==> config.mk <==
export PLATFORM = sky130hd
export DESIGN_NAME = udiv_core
export DESIGN_NICKNAME = d
export VERILOG_FILES = /design/src/rtl/udiv_pkg.sv /design/src/rtl/udiv_ovf_detect.sv /design/src/rtl/udiv_step.sv /design/src/rtl/udiv_ctrl.sv /design/src/rtl/udiv_core.sv
export SDC_FILE = /design/constraint.sdc
export NUM_CORES = 1
export LEC_CHECK = 0
export ABC_AREA = 0
export BUFFER_PORTS_ARGS = -buffer_cell sky130_fd_sc_hd__buf_2
export CORE_ASPECT_RATIO = 1.2
export CORE_UTILIZATION = 40
export DETAILED_ROUTE_END_ITERATION = 10
export PLACE_DENSITY = 0.71
export SYNTH_ARGS = -nofsm -noshare
export SYNTH_HDL_FRONTEND = slang
export SYNTH_SLANG_ARGS = --single-unit
==> constraint.sdc <==
create_clock -name clk -period 2.85 [get_ports clk]
set_input_delay 0 -clock clk [delete_from_list [all_inputs] [get_ports clk]]
set_output_delay 0 -clock clk [all_outputs]
set_load 0.005 [all_outputs]
==> src/rtl/udiv_pkg.sv <==
package udiv_pkg;

  typedef enum logic [0:0] {
    UD_IDLE = 1'b0,
    UD_RUN  = 1'b1
  } udiv_state_e;

endpackage

==> src/rtl/udiv_ovf_detect.sv <==
module udiv_ovf_detect #(
  parameter int W = 16
) (
  input  logic [W-1:0] hi_i,
  input  logic [W-1:0] dvsr_i,
  output logic         ovf_o
);

  // The quotient fits in W bits only when the divisor is strictly above the
  // high word. The compare is done at full unsigned width, so operands whose
  // top bits are both set take the same path as any others.
  function automatic logic quotient_too_wide(input logic [W-1:0] h,
                                             input logic [W-1:0] d);
    return (d <= h);
  endfunction

  assign ovf_o = quotient_too_wide(hi_i, dvsr_i);

endmodule

==> src/rtl/udiv_step.sv <==
module udiv_step #(
  parameter int W = 16
) (
  input  logic [W-1:0] rem_i,
  input  logic [W-1:0] quo_i,
  input  logic [W-1:0] dvsr_i,
  output logic [W-1:0] rem_o,
  output logic [W-1:0] quo_o,
  output logic         qbit_o
);

  localparam int PW = W + 1;

  // One restoring step. The next dividend bit is shifted into the partial
  // remainder, and the divisor is subtracted when it fits. The partial value
  // needs W+1 bits because the running remainder may reach dvsr-1.
  function automatic logic [PW-1:0] trial_sub(input logic [PW-1:0] part,
                                               input logic [W-1:0]  d);
    return part - {1'b0, d};
  endfunction

  logic [PW-1:0] partial;
  logic [PW-1:0] diff;
  logic          fits;

  always_comb begin
    partial = {rem_i, quo_i[W-1]};
    diff    = trial_sub(partial, dvsr_i);
    fits    = (partial >= {1'b0, dvsr_i});
    rem_o   = fits ? diff[W-1:0] : partial[W-1:0];
    qbit_o  = fits;
    quo_o   = {quo_i[W-2:0], fits};
  end

endmodule

==> src/rtl/udiv_ctrl.sv <==
module udiv_ctrl
  import udiv_pkg::*;
#(
  parameter int W = 16
) (
  input  logic clk,
  input  logic rst_n,
  input  logic start_i,
  input  logic ovf_i,
  output logic accept_o,
  output logic step_o,
  output logic busy_o,
  output logic done_o
);

  localparam int CW = $clog2(W + 1);
  localparam logic [CW-1:0] STEPS = CW'(W);
  localparam logic [CW-1:0] ONE   = CW'(1);

  udiv_state_e   state_q;
  logic [CW-1:0] cnt_q;
  logic          done_q;
  logic          last_step;

  assign accept_o  = start_i && (state_q == UD_IDLE);
  assign step_o    = (state_q == UD_RUN);
  assign last_step = step_o && (cnt_q == ONE);

  always_ff @(posedge clk or negedge rst_n) begin
    if (!rst_n) begin
      state_q <= UD_IDLE;
      cnt_q   <= '0;
      done_q  <= 1'b0;
    end else begin
      done_q <= 1'b0;
      case (state_q)
        UD_IDLE: begin
          if (accept_o) begin
            if (ovf_i) begin
              done_q <= 1'b1;
            end else begin
              state_q <= UD_RUN;
              cnt_q   <= STEPS;
            end
          end
        end
        UD_RUN: begin
          cnt_q <= cnt_q - ONE;
          if (last_step) begin
            state_q <= UD_IDLE;
            done_q  <= 1'b1;
          end
        end
        default: state_q <= UD_IDLE;
      endcase
    end
  end

  assign busy_o = (state_q == UD_RUN);
  assign done_o = done_q;

endmodule

==> src/rtl/udiv_core.sv <==
module udiv_core #(
  parameter int W = 16
) (
  input  logic         clk,
  input  logic         rst_n,
  input  logic         start_i,
  input  logic [W-1:0] hi_i,
  input  logic [W-1:0] lo_i,
  input  logic [W-1:0] dvsr_i,
  output logic         busy_o,
  output logic         done_o,
  output logic [W-1:0] hi_o,
  output logic [W-1:0] lo_o,
  output logic         ovf_o
);

  localparam logic [W-1:0] ALL_ONES = {W{1'b1}};

  logic [W-1:0] hi_q;
  logic [W-1:0] lo_q;
  logic [W-1:0] dvsr_q;
  logic         ovf_q;

  // Internal events, named so the checker can observe them.
  logic         start_taken;
  logic         step_en;
  logic         ovf_hit;
  logic [W-1:0] rem_next;
  logic [W-1:0] quo_next;
  logic         qbit;

  udiv_ovf_detect #(.W(W)) u_ovf (
    .hi_i   (hi_i),
    .dvsr_i (dvsr_i),
    .ovf_o  (ovf_hit)
  );

  udiv_ctrl #(.W(W)) u_ctrl (
    .clk      (clk),
    .rst_n    (rst_n),
    .start_i  (start_i),
    .ovf_i    (ovf_hit),
    .accept_o (start_taken),
    .step_o   (step_en),
    .busy_o   (busy_o),
    .done_o   (done_o)
  );

  udiv_step #(.W(W)) u_step (
    .rem_i  (hi_q),
    .quo_i  (lo_q),
    .dvsr_i (dvsr_q),
    .rem_o  (rem_next),
    .quo_o  (quo_next),
    .qbit_o (qbit)
  );

  always_ff @(posedge clk or negedge rst_n) begin
    if (!rst_n) begin
      hi_q   <= '0;
      lo_q   <= '0;
      dvsr_q <= '0;
      ovf_q  <= 1'b0;
    end else if (start_taken) begin
      dvsr_q <= dvsr_i;
      ovf_q  <= ovf_hit;
      hi_q   <= hi_i;
      lo_q   <= ovf_hit ? ALL_ONES : lo_i;
    end else if (step_en) begin
      hi_q <= rem_next;
      lo_q <= quo_next;
    end
  end

  assign hi_o  = hi_q;
  assign lo_o  = lo_q;
  assign ovf_o = ovf_q;

endmodule

==> key figures <==
Yosys
  – Cells after Synth: 453
  – Post-Synthesis Net Count: 539
  – Yosys reg bits: 56
  – Sequential-to-total area share from yosys stat: 0.354
  – Share of synthesized flip-flops with an asynchronous set or reset: 1.00
  – Ys flop type: dfrtp_1
  – Mapped Area: 0.00395 mm2
  – YS warnings: 0
  – Distinct cells, synth: 53
  – Number of flops mapped to enable cells by yosys: 0
  – Mean Syn Cell Area: 8.73 um2

Finish
  – Final cell count without fillers: 686
  – Most frequent cells in the layout: 85 x buf_2, 56 x dfrtp_1, 40 x nand2_1
  – Layout cells sized above 1: 0.217
  – Sequential cell area: 0.00140 mm2
  – Final #Nets: 648
  – Most common cell after layout, fill and taps aside: buf_2
  – Fill count: 908
  – Antenna cells: 0
  – Post-route cell area: 0.00496 mm2
  – Area of the multi-input gates: 0.00231 mm2
  – Area Overhead vs Synth: 25.5%

Worst setup path
  – Req. time, crit path: 3.01 ns
  – Critical Path Sink Type: register
  – Data arrival time of the critical path: 2.76 ns
  – Worst setup SP type: register
  – CP Class: reg -> reg
  – Crit Path Max Fanout: 11

Global routing
  – Total GRT Usage: 0.225
  – Grt met1 use: 0.277
  – Met3 Use GR: 0.0384
  – M2 GR Usage: 0.381
  – Largest net degree at the start of global routing: 40
  – Initial antenna violation count: 0
  – Number of global-route vias before repair: 3,899
  – Top Usage Layer GRT: met2
  – Total gr overflow: 0
  – First-pass GRT wire length: 18,500 um

Floorplanning
  – Starting Density: 0.413
  – DIE WIDTH: 92.8 um
  – Die area: 0.0103 mm2
  – Chip Height: 111 um
  – Row cnt: 39
  – IO Count: 86
  – Core Area: 0.00956 mm2

Placement
  – Hpwl dp: 8220 um
  – Placer Congestion: 0.877
  – Dpl cells: 648
  – Instance area at placement: 0.00451 mm2
  – IO buf count: 85

Detailed routing
  – Vias/cell: 5.61
  – Drt total wl: 11,300 um
  – Vias: 3,851
  – Post-DRT Antenna Nets: 0
  – Drt first-iter violations: 280
  – First drt pass iteration count: 4
  – Drt drc: 0
  – Avg WL per Cell: 16.5 um

Timing
  – Final Critical Period: 2.59 ns
  – RSZ-0062 raised after global routing: false
  – Worst Clk Skew: 0.00893 ns
  – Worst slew pin tran: 0.625 ns
  – Final number of setup-violating endpoints: 0
  – Final hold viol count: 0
  – Fin crit share: 0.910
  – Max_slew headroom: 0.573
  – Fin Setup TNS: 0 ns
  – Max-slew violation count: 0
  – F_max: 0.386 GHz

Clocking
  – CTS Hold Bufs: 30
  – Worst-path clk slew: 0.07 ns
  – CTS resizes: 0
  – Max H-tree Level: 2
  – TritonCTS Buffers: 5
  – Clock buffer depth: 2
  – Total setup buffers inserted after CTS: 0
  – Clk_lat worst skew: 0.30 ns
  – Clock sink count: 56
  – CTS tree: done
  – Root Buffer: clkbuf_16

Power and ir drop
  – LEAKAGE: 2.25 nW
  – VDD IR-drop max: 0.000551 V
  – PwrDens: 1250 mW/mm2

Flow run
  – Max-Cap Viols: 0

Outcome
  – Status: finished, final reports clean

Hold path
  – Type of the tightest min-delay check: in -> reg
power by group:
part	switching (mW)	internal, mW
clock network	0.291	0.351
registers	0.318	1.20
logic	2.31	1.76
total	2.92	3.31
state kept, by name, summed over array words and instances (netlist names):
name	flops
dvsr_q	16
hi_o	16
lo_o	16
ovf_o	1
u_ctrl.busy_o	1
u_ctrl.cnt_q	5
u_ctrl.done_o	1
worst max-delay path: stages (launching register included):
cell and delay [ns]:
dfrtp_1 0.42, ha_1 0.42, a21oi_2 0.22, o21ai_2 0.13, a2111oi_4 0.47, o41ai_4 0.15, buf_4 0.21, o41ai_1 0.37
a31oi_1 0.07
final timing paths:
check | start | end | slack (ns) | cells after the start
max | hi_o[11] | hi_o[12] | 0.26 | 8
max reg2reg | hi_o[11] | hi_o[12] | 0.26 | 8
min | lo_i[9] | lo_o[9] | 0.008 | 3
min reg2reg | dvsr_q[0] | dvsr_q[0] | 0.50 | 2
min in group asynchronous | rst_n | dvsr_q[13] | 0.17 | 2
max in group asynchronous | rst_n | u_ctrl.cnt_q[3] | 1.81 | 3
metal layers:
layer / up-vias / share of wire / wire, um
li1: 1852 / - / -
met4: 0 / 0.035 / 393
met2: 135 / 0.49 / 5570
met3: 24 / 0.052 / 585
met5: - / 0 / 0
met1: 1840 / 0.42 / 4760
layout make-up:
class | count | area share
Sequential cell | 56 | 0.282
Inverter | 37 | 0.0280
Timing Repair Buffer | 126 | 0.163
Tap cell | 123 | 0.0310
Multi-Input combinational cell | 336 | 0.465
Clock inverter | 1 | 0.00151
Clock buffer | 7 | 0.0287
per-stage QoR:
step	hold slack [ns]	worst slack [ns]	util	power, mW
after detailed placement	-0.0413	0.273	0.472	5.50
after global placement	-0.0436	0.335	0.472	5.43
final	0.00764	0.256	0.519	6.23
after floorplan	-0.296	0.572	-	4.46
after CTS	0.00217	0.260	0.519	6.20
after global routing	0.0500	0.113	0.519	6.74
cells by family (layout without fill, tap and decap cells):
family          count (synthesis)  in the layout  synth area share
buf+inv                        61            171            0.0620
compound gates                152            152             0.255
mux                            10             10            0.0253
xor+xnor                       16             16            0.0354
fa+ha+maj                      35             35             0.113
flops                          56             56             0.354
simple gates                  123            123             0.155
cell usage after synthesis, types with 2 or more instances:
cell type / n / share of area
a21oi_1: 38 / 0.048
nand2_2: 2 / 0.0032
o21ai_2: 2 / 0.0044
o211ai_1: 3 / 0.0057
nand4_1: 6 / 0.0095
a21oi_2: 3 / 0.0066
mux2i_1: 10 / 0.025
nand3_1: 11 / 0.014
xor2_1: 4 / 0.0089
xnor2_1: 12 / 0.027
nor2b_1: 10 / 0.016
buf_2: 4 / 0.0051
nand2b_1: 3 / 0.0047
o21ai_0: 26 / 0.033
nor4_2: 2 / 0.0063
ha_1: 34 / 0.11
clkbuf_1: 17 / 0.016
o21ai_1: 8 / 0.010
a31oi_1: 15 / 0.024
nand2_1: 40 / 0.038
a21o_1: 9 / 0.017
a221oi_1: 3 / 0.0066
inv_1: 37 / 0.035
dfrtp_1: 56 / 0.35
nor2_1: 29 / 0.028
and3_1: 4 / 0.0063
a211oi_1: 12 / 0.023
nor3_1: 6 / 0.0076
nor4_1: 3 / 0.0047
nand2_4: 2 / 0.0057
o41ai_1: 7 / 0.016
o22ai_1: 14 / 0.022
Power figures use the tool's default switching activity.
